### config.mk
export PLATFORM = sky130hd
export DESIGN_NAME = irq_ctrl8
export DESIGN_NICKNAME = d
export VERILOG_FILES = /design/src/rtl/irqc_pkg.sv /design/src/rtl/irqc_edge_sync.sv /design/src/rtl/irqc_prio.sv /design/src/rtl/irqc_cfg.sv /design/src/rtl/irq_ctrl8.sv
export SDC_FILE = /design/constraint.sdc
export NUM_CORES = 1
export LEC_CHECK = 0
export BUFFER_PORTS_ARGS = -buffer_cell sky130_fd_sc_hd__buf_4
export CAP_MARGIN = 10
export CORE_MARGIN = 2
export CORE_UTILIZATION = 50
export CTS_CLUSTER_SIZE = 8
export DETAILED_ROUTE_END_ITERATION = 10
export PLACE_DENSITY = 0.71
export SLEW_MARGIN = 20
export SYNTH_ARGS = -nofsm -noshare
export SYNTH_HDL_FRONTEND = slang
export SYNTH_SLANG_ARGS = --single-unit
### constraint.sdc
create_clock -name clk -period 3.3 [get_ports clk]
set_input_delay 0.33 -clock clk [delete_from_list [all_inputs] [get_ports clk]]
set_output_delay 0.33 -clock clk [all_outputs]
set_load 0.005 [all_outputs]
### src/rtl/irqc_pkg.sv
package irqc_pkg;
   typedef enum logic [1:0] {
      ROLE_SINGLE = 2'd0,
      ROLE_MASTER = 2'd1,
      ROLE_SLAVE  = 2'd2
   } role_e;

   typedef enum logic [1:0] {
      CFG_IDLE = 2'd0,
      CFG_BASE = 2'd1,
      CFG_CASC = 2'd2
   } cfg_e;

   localparam logic [7:0] CMD_EOI    = 8'h20;
   localparam int         INIT_BIT   = 4;
   localparam int         SINGLE_BIT = 1;
   localparam int         SLAVE_BIT  = 3;
endpackage

### src/rtl/irqc_edge_sync.sv
module irqc_edge_sync #(
   parameter int N_LINES = 8,
   parameter int STAGES  = 2
) (
   input  logic               clk,
   input  logic               rst_n,
   input  logic [N_LINES-1:0] lines,
   output logic [N_LINES-1:0] level,
   output logic [N_LINES-1:0] rise
);
   for (genvar g = 0; g < N_LINES; g++) begin : g_line
      logic [STAGES:0] sh;
      always_ff @(posedge clk or negedge rst_n) begin
         if (!rst_n) sh <= '0;
         else        sh <= {sh[STAGES-1:0], lines[g]};
      end
      assign level[g] = sh[STAGES-1];
      assign rise[g]  = sh[STAGES-1] & ~sh[STAGES];
   end
endmodule

### src/rtl/irqc_prio.sv
module irqc_prio #(
   parameter int N_LINES = 8,
   localparam int IDX_W  = $clog2(N_LINES)
) (
   input  logic [N_LINES-1:0] req,
   output logic               any,
   output logic [IDX_W-1:0]   idx
);
   always_comb begin
      idx = '0;
      for (int i = N_LINES - 1; i >= 0; i--) begin
         if (req[i]) idx = IDX_W'(i);
      end
   end
   assign any = |req;
endmodule

### src/rtl/irqc_cfg.sv
module irqc_cfg
   import irqc_pkg::*;
#(
   parameter int N_LINES = 8,
   parameter int DATA_W  = 8
) (
   input  logic               clk,
   input  logic               rst_n,
   input  logic               bus_sel,
   input  logic               bus_wr,
   input  logic [DATA_W-1:0]  bus_wdata,
   output logic [DATA_W-1:0]  bus_rdata,
   output role_e              role,
   output logic [DATA_W-1:0]  base,
   output logic [DATA_W-1:0]  casc,
   output logic [N_LINES-1:0] mask,
   output logic               init_cmd,
   output logic               eoi_cmd
);
   cfg_e state;

   assign init_cmd  = bus_wr && !bus_sel && bus_wdata[INIT_BIT];
   assign eoi_cmd   = bus_wr && !bus_sel && (bus_wdata == DATA_W'(CMD_EOI));
   assign bus_rdata = bus_sel ? DATA_W'(mask) : '0;

   always_ff @(posedge clk or negedge rst_n) begin
      if (!rst_n) begin
         state <= CFG_IDLE;
         role  <= ROLE_SINGLE;
         base  <= '0;
         casc  <= '0;
         mask  <= '1;
      end else if (init_cmd) begin
         mask  <= '1;
         casc  <= '0;
         state <= CFG_BASE;
         if (bus_wdata[SINGLE_BIT])     role <= ROLE_SINGLE;
         else if (bus_wdata[SLAVE_BIT]) role <= ROLE_SLAVE;
         else                           role <= ROLE_MASTER;
      end else if (bus_wr && bus_sel) begin
         unique case (state)
            CFG_BASE: begin
               base  <= bus_wdata;
               state <= (role == ROLE_SINGLE) ? CFG_IDLE : CFG_CASC;
            end
            CFG_CASC: begin
               casc  <= bus_wdata;
               state <= CFG_IDLE;
            end
            default: mask <= bus_wdata[N_LINES-1:0];
         endcase
      end
   end
endmodule

### src/rtl/irq_ctrl8.sv
module irq_ctrl8
   import irqc_pkg::*;
#(
   parameter int N_LINES     = 8,
   parameter int DATA_W      = 8,
   parameter int SYNC_STAGES = 2,
   localparam int IDX_W      = $clog2(N_LINES)
) (
   input  logic               clk,
   input  logic               rst_n,
   input  logic [N_LINES-1:0] irq_in,
   input  logic               bus_sel,
   input  logic               bus_wr,
   input  logic [DATA_W-1:0]  bus_wdata,
   output logic [DATA_W-1:0]  bus_rdata,
   input  logic               inta,
   input  logic               cas_en_i,
   input  logic [IDX_W-1:0]   cas_id_i,
   output logic               int_n,
   output logic               vec_drive,
   output logic [DATA_W-1:0]  vector,
   output logic               cas_en_o,
   output logic [IDX_W-1:0]   cas_id_o
);
   if (N_LINES < 2 || N_LINES > DATA_W) begin : g_bad_lines
      $error("irq_ctrl8: N_LINES must lie in 2..DATA_W");
   end
   if (SYNC_STAGES < 2) begin : g_bad_sync
      $error("irq_ctrl8: SYNC_STAGES must be at least 2");
   end
   if (DATA_W < 8) begin : g_bad_width
      $error("irq_ctrl8: DATA_W must be at least 8 to hold commands");
   end

   role_e              role;
   logic [DATA_W-1:0]  base, casc;
   logic [N_LINES-1:0] mask, level, rise, elig;
   logic [N_LINES-1:0] pend_q, isr_q, grant_vec;
   logic               init_cmd, eoi_cmd, any, in_svc, addressed, grant, to_slave;
   logic [IDX_W-1:0]   idx;

   irqc_edge_sync #(.N_LINES(N_LINES), .STAGES(SYNC_STAGES)) u_sync (
      .clk(clk), .rst_n(rst_n), .lines(irq_in), .level(level), .rise(rise));

   irqc_cfg #(.N_LINES(N_LINES), .DATA_W(DATA_W)) u_cfg (
      .clk(clk), .rst_n(rst_n), .bus_sel(bus_sel), .bus_wr(bus_wr),
      .bus_wdata(bus_wdata), .bus_rdata(bus_rdata), .role(role), .base(base),
      .casc(casc), .mask(mask), .init_cmd(init_cmd), .eoi_cmd(eoi_cmd));

   for (genvar g = 0; g < N_LINES; g++) begin : g_elig
      assign elig[g] = ((role == ROLE_MASTER && casc[g]) ? level[g] : pend_q[g])
                       & ~mask[g];
   end

   irqc_prio #(.N_LINES(N_LINES)) u_prio (.req(elig), .any(any), .idx(idx));

   assign in_svc    = |isr_q;
   assign addressed = (role != ROLE_SLAVE) ||
                      (cas_en_i && cas_id_i == casc[IDX_W-1:0]);
   assign grant     = inta && !in_svc && any && addressed;
   assign to_slave  = (role == ROLE_MASTER) && casc[idx];
   assign grant_vec = grant ? (N_LINES'(1) << idx) : '0;

   assign int_n     = ~(in_svc | any);
   assign vec_drive = grant && !to_slave;
   assign cas_en_o  = grant && to_slave;
   assign cas_id_o  = cas_en_o ? idx : '0;
   assign vector    = base + DATA_W'(idx);

   always_ff @(posedge clk or negedge rst_n) begin
      if (!rst_n) begin
         pend_q <= '0;
         isr_q  <= '0;
      end else if (init_cmd) begin
         pend_q <= '0;
         isr_q  <= '0;
      end else begin
         pend_q <= (pend_q & ~grant_vec) | (rise & ~mask);
         if (grant)        isr_q <= grant_vec;
         else if (eoi_cmd) isr_q <= '0;
      end
   end
endmodule

## After elaboration in Yosys (flattened, before gate mapping)

Cells that the tools add are included.

- Bits in registers: 68
- Output and inout port bits: 22
- Word-level logic and storage cells: 137

- Add/sub/neg operators: 1
- Magnitude comparators: 1
- Eq/ne operators: 7
- Shifts and indexed selects: 1
- Mux-type cells: 37
- Bitwise logic cells: 40
- Reductions and logical operators: 35

Operators with widths:

| cell | number |
|---|---|
| $mux W8 | 12 |
| $mux W3 | 9 |
| $logic_and A1 B1 Y1 | 19 |
| $not A1 Y1 | 18 |
| $and A1 B1 Y1 | 16 |
| $and A8 B8 Y8 | 2 |
| $not A8 Y8 | 2 |
| $reduce_or A8 Y1 | 2 |
| $mux W2 | 5 |
| $mux W1 | 9 |
| $add A8 B3 Y8 | 1 |
| $eq A8 B6 Y1 const B | 1 |
| $or A8 B8 Y8 | 1 |
| $shl A1 B3 Y8 const A | 1 |
| $reduce_and A2 Y1 | 3 |
| $reduce_bool A3 Y1 | 2 |
| $eq A2 B1 Y1 const B | 2 |
| $lt A3 B4 Y1 const B | 1 |
| $pmux W2 S2 | 1 |
| $reduce_bool A2 Y1 | 2 |
| $bmux W1 S3 | 1 |
| $eq A3 B3 Y1 | 1 |
| $logic_not A1 Y1 | 3 |
| $reduce_and A3 Y1 | 1 |
| 7 further kinds | 7 |

## Logic depth before layout (Yosys ltp)

- Depth after elaboration: 18
- Gate-level depth with buffers: 12
- Mapped depth without buffers: 11

## Modules after synthesis

A second synthesis with hierarchy kept.

- Cells, all modules: 320
- Area total of the unflattened synthesis: 3,494.6 um^2

Modules (own cells, without submodules):

| module | times used | cells an instance | area each (um^2) | sequential area each (um^2) |
|---|---|---|---|---|
| irqc_cfg | 1 | 118 | 1,343.8 | 710.7 |
| irq_ctrl8 | 1 | 149 | 1,298.7 | 400.4 |
| irqc_edge_sync | 1 | 40 | 770.7 | 600.6 |
| irqc_prio | 1 | 13 | 81.3 | 0.0 |

## Worst setup path after synthesis

Ideal clock, no wire load.

- Kind: register -> output
- Start: register u_cfg.role[1]
- End: output port vector[6]
- Arrival: 2.492 ns
- Data required time: 2.970 ns
- Slack: 0.478 ns
- Cell stages (with the launch flop): 12
- Buffers on the path: 1
- Cell sequence: dfrtp_1 > buf_6 > and3b_1 > mux2_4 > nor2_1 > a211o_1 > a21oi_1 > ha_1 > fa_1 > a21o_1 > nand4_1 > xnor2_1

- Word-level cells in the longest chain between the ends: 13

Ends and longest elaborated chain:

| item | RTL line | source |
|---|---|---|
| start, declared | irqc_cfg.sv:13 | `output role_e role,` |
| start signal, assigned | irqc_cfg.sv:29 | `role <= ROLE_SINGLE;` |
| start signal, assigned | irqc_cfg.sv:37 | `if (bus_wdata[SINGLE_BIT]) role <= ROLE_SINGLE;` |
| start signal, assigned | irqc_cfg.sv:38 | `else if (bus_wdata[SLAVE_BIT]) role <= ROLE_SLAVE;` |
| $eq A2 B1 Y1 (*) | irq_ctrl8.sv:51 | `assign elig[g] = ((role == ROLE_MASTER && casc[g]) ? level[g] : pend_q[g])` |
| $logic_and A1 B1 Y1 | irq_ctrl8.sv:51 |  |
| $mux W1 | irq_ctrl8.sv:51 |  |
| $and A1 B1 Y1 | irq_ctrl8.sv:52 | `& ~mask[g];` |
| $mux W3 (7 in series) | irqc_prio.sv:12 | `if (req[i]) idx = IDX_W'(i);` |
| $mux W3 (*) | irqc_prio.sv:12 |  |
| $add A8 B3 Y8 (*) | irq_ctrl8.sv:68 | `assign vector = base + DATA_W'(idx);` |
| end, declared | irq_ctrl8.sv:21 | `output logic [DATA_W-1:0] vector,` |

Every way passes the cells marked *; elsewhere a longest branch is shown, timed or not.

## Final worst setup path

Ends and elaborated chain as after synthesis.

==> impl_metrics.toml <==
[status]
status = "completed"

[die]
floorplan.initialDensity_pct = 52.0
core_um2 = 6390
io_pins = 47
dieHeight_um = 85.5
row_count = 29
dieArea_um2 = 7310
fp.dieW_um = 85.5

[sta]
max_freq_mhz = 305
hold_viol_final = 0
final_max_slew_viol_count = 0
rsz0062_at_grt = "yes"
fin_worst_skew_ns = 0.0144
fin_crit_ns = 3.28
fin_crit_sh_pct = 99.5
tightest_slew_ns = 0.845
fin_ws_ns = 0.0175
setup_violations = 0
slew_headroom_pct = 43.7

[logic_synthesis]
syn-mean-instance-area_um2 = 11.3
yosysMostFrequentCell = "dfrtp_1"
ys_seq_elements = 68
synth_edf_count = 0
synth_area_leaders = "dfrtp_1 (45%), dfstp_2 (6.3%), nand2b_1 (3.8%)"
ys_async_sr_fraction_pct = 100
synth.distinct_cells = 54
synthCells = 294
synth_top_cell_by_area = "dfrtp_1"
synth_common_cells = "dfrtp_1 (60), nand2_1 (20), nand2b_1 (20), nor2_1 (20), o21ai_0 (18)"
postSynth.topFlopCell = "dfrtp_1"
syn_nets = 325
synth_top_area_share_pct = 45.2
netlist_area_um2 = 3320
seq_area_frac_synth_pct = 51.5
yosys_warnings = 0

[final_layout]
design_area_um2 = 4150
num_antenna_cells = 0
nets = 395
finalNonFillerCells = 446
syn_to_final_growth_pct = 25.1
drive_above_1_share_pct = 36.0

[worst_setup_path]
cp.arrival_ns = 2.95
crit_fanout = 6
start_kind = "flop"
critPathCaptureType = "primary output"
crit_required_ns = 2.97
r2r_cells = 10
criticalPathCategory = "flop to primary output"

[placement]
dp_hpwl_um = 5370
preCtsSetupSlack_ns = 0.180
gp_congestion = 0.942
place_inst = 414
io_buffer_count = 46
placedInstanceArea_um2 = 3760

[power_and_ir_drop]
p_leak_nw = 1.87
pwr-share-seq_pct = 32.7
p_switching_mw = 1.54
power_mw = 4.07
p_int_mw = 2.53
clkPwrFrac_pct = 17.4
power.density_nw_per_um2 = 980
p_comb_share_pct = 49.9
p_sw_share_pct = 37.8
vdd_drop_max_v = 0.000602

[detailed_routing]
drt_wl_total_um = 7720
vias = 2525
wire_per_inst_um = 17.3
drc = 0
drt_iter0_drc = 130
vias_per_cell = 5.66
final_antenna_net_count = 0
drtPass1Iterations = 4

[global_route]
grt_pass1_vias = 2480
grt_pass1_wl_um = 12500
grt-ovfl-total = 0
grt_use_total_pct = 22.6
grt_max_degree = 69
antenna_found_initial = 0

[hold_path]
hold_path_depth = 1
hold_path_class = "input pin to flop"

[cts]
clkTransAtPathRegs_ns = 0.08
clock_latency_ns = 0.35
h-tree-depth = 3
clk_path_buf_depth = 2
cts_root_buffer = "clkbuf_8"
cts_hold_buf = 0
cts_tree = "built"
cts.sinks = 68
cts_buffers = 9

[run]
maxCapViolCount = 0
what timing repair did:
| action | in CTS | in global routing |
|---|---|---|
| setup endpoints to repair | 4 | 5 |
| hold endpoints to repair | 0 | 0 |
| setup buffers | 9 | 7 |
| resized for setup | 8 | 10 |
| pin swaps | 3 | 9 |
through the flow:
| stage | hold slack, ns | TNS, ns | util, % |
|---|---|---|---|
| floorplan | 0.0344 | 0 | - |
| global placement | 0.332 | 0 | 58.8 |
| detailed placement | 0.336 | 0 | 58.8 |
| CTS | 0.0589 | 0 | 63.6 |
| global route | 0.0518 | -0.458 | 65.0 |
| finish | 0.0772 | 0 | 65.0 |
registers in the layout (all words and copies together) (netlist names):
name,flops
u_cfg.mask,8
u_sync.g_line.sh,24
u_cfg.base,8
u_cfg.casc,8
u_cfg.role,2
u_cfg.state,2
isr_q,8
pend_q,8
routing by layer:
metal	vias to the layer above	global-route usage [%]	share of wire, %
met2	59	34.6	49
met5	-	0	0
met3	11	6.45	4.0
met1	1268	31.3	46
li1	1187	-	-
met4	0	7.07	1.5
power groups by stage:
| stage | sequential (mW) | clock, mW | combinational, mW |
|---|---|---|---|
| 5_1_grt | 1.37 | 0.763 | 2.22 |
| 4_1_cts | 1.32 | 0.723 | 1.90 |
| 3_5_place_dp | 1.34 | 0 | 1.79 |
| 3_3_place_gp | 1.33 | 0 | 1.76 |
| 6_report | 1.33 | 0.707 | 2.03 |
| 2_1_floorplan | 1.25 | 0 | 1.20 |
cell type report:
class	instances	area, µm²
Clock buffer	10	138
Clock inverter	6	71.3
Fill cell	498	2230
Inverter	6	22.5
Multi-Input combinational cell	213	1610
Sequential cell	68	1710
Tap cell	77	96.3
Timing Repair Buffer	66	499
placed cells by master, fill, tap and decap left out, types with 4 or more instances in the layout:
master,Yosys,final
dfstp_2,8,8
nand2_1,20,20
nor2_1,20,19
o21ai_0,18,18
mux2_2,10,10
a21oi_1,16,13
o2bb2ai_1,5,5
nor2b_1,8,8
clkbuf_8,0,10
a21oi_2,1,4
nand3b_1,7,7
xnor2_1,7,7
dfrtp_1,60,58
a22o_1,8,8
nand3_1,5,5
and2_1,8,8
mux2i_4,1,4
nand2b_1,20,20
buf_4,0,65
inv_1,5,5
mux2i_1,5,4
critical path: stages, from the launching register on:
cell and delay [ns]:
dfrtp_2 0.45, buf_6 0.14, and3b_2 0.29, mux2i_1 0.24
nor3_1 0.07, a211o_1 0.32, a21oi_2 0.16, ha_2 0.20
fa_2 0.21, a21o_1 0.14, nand4_1 0.11, xnor2_1 0.15
buf_4 0.13
worst paths after layout:
kind	start	end	slack (ns)
min in group asynchronous	rst_n	isr_q[2]	0.09
max in group asynchronous	rst_n	u_cfg.role[1]	2.63
min	irq_in[2]	u_sync.g_line[2].sh[0]	0.08
max reg2reg	u_cfg.role[1]	pend_q[3]	0.85
max	u_cfg.role[1]	vector[6]	0.02
min reg2reg	u_sync.g_line[7].sh[0]	u_sync.g_line[7].sh[1]	0.35
kinds of logic (layout without fill, tap and decap cells):
family	count (synthesis)	in the layout	share of synthesized area, %
compound gates	65	65	13.7
xor+xnor	9	9	2.37
fa+ha+maj	6	6	2.49
buf+inv	13	88	1.92
flops	68	68	51.5
mux	21	21	7.69
simple gates	112	112	20.3
Power figures use the tool's default switching activity.
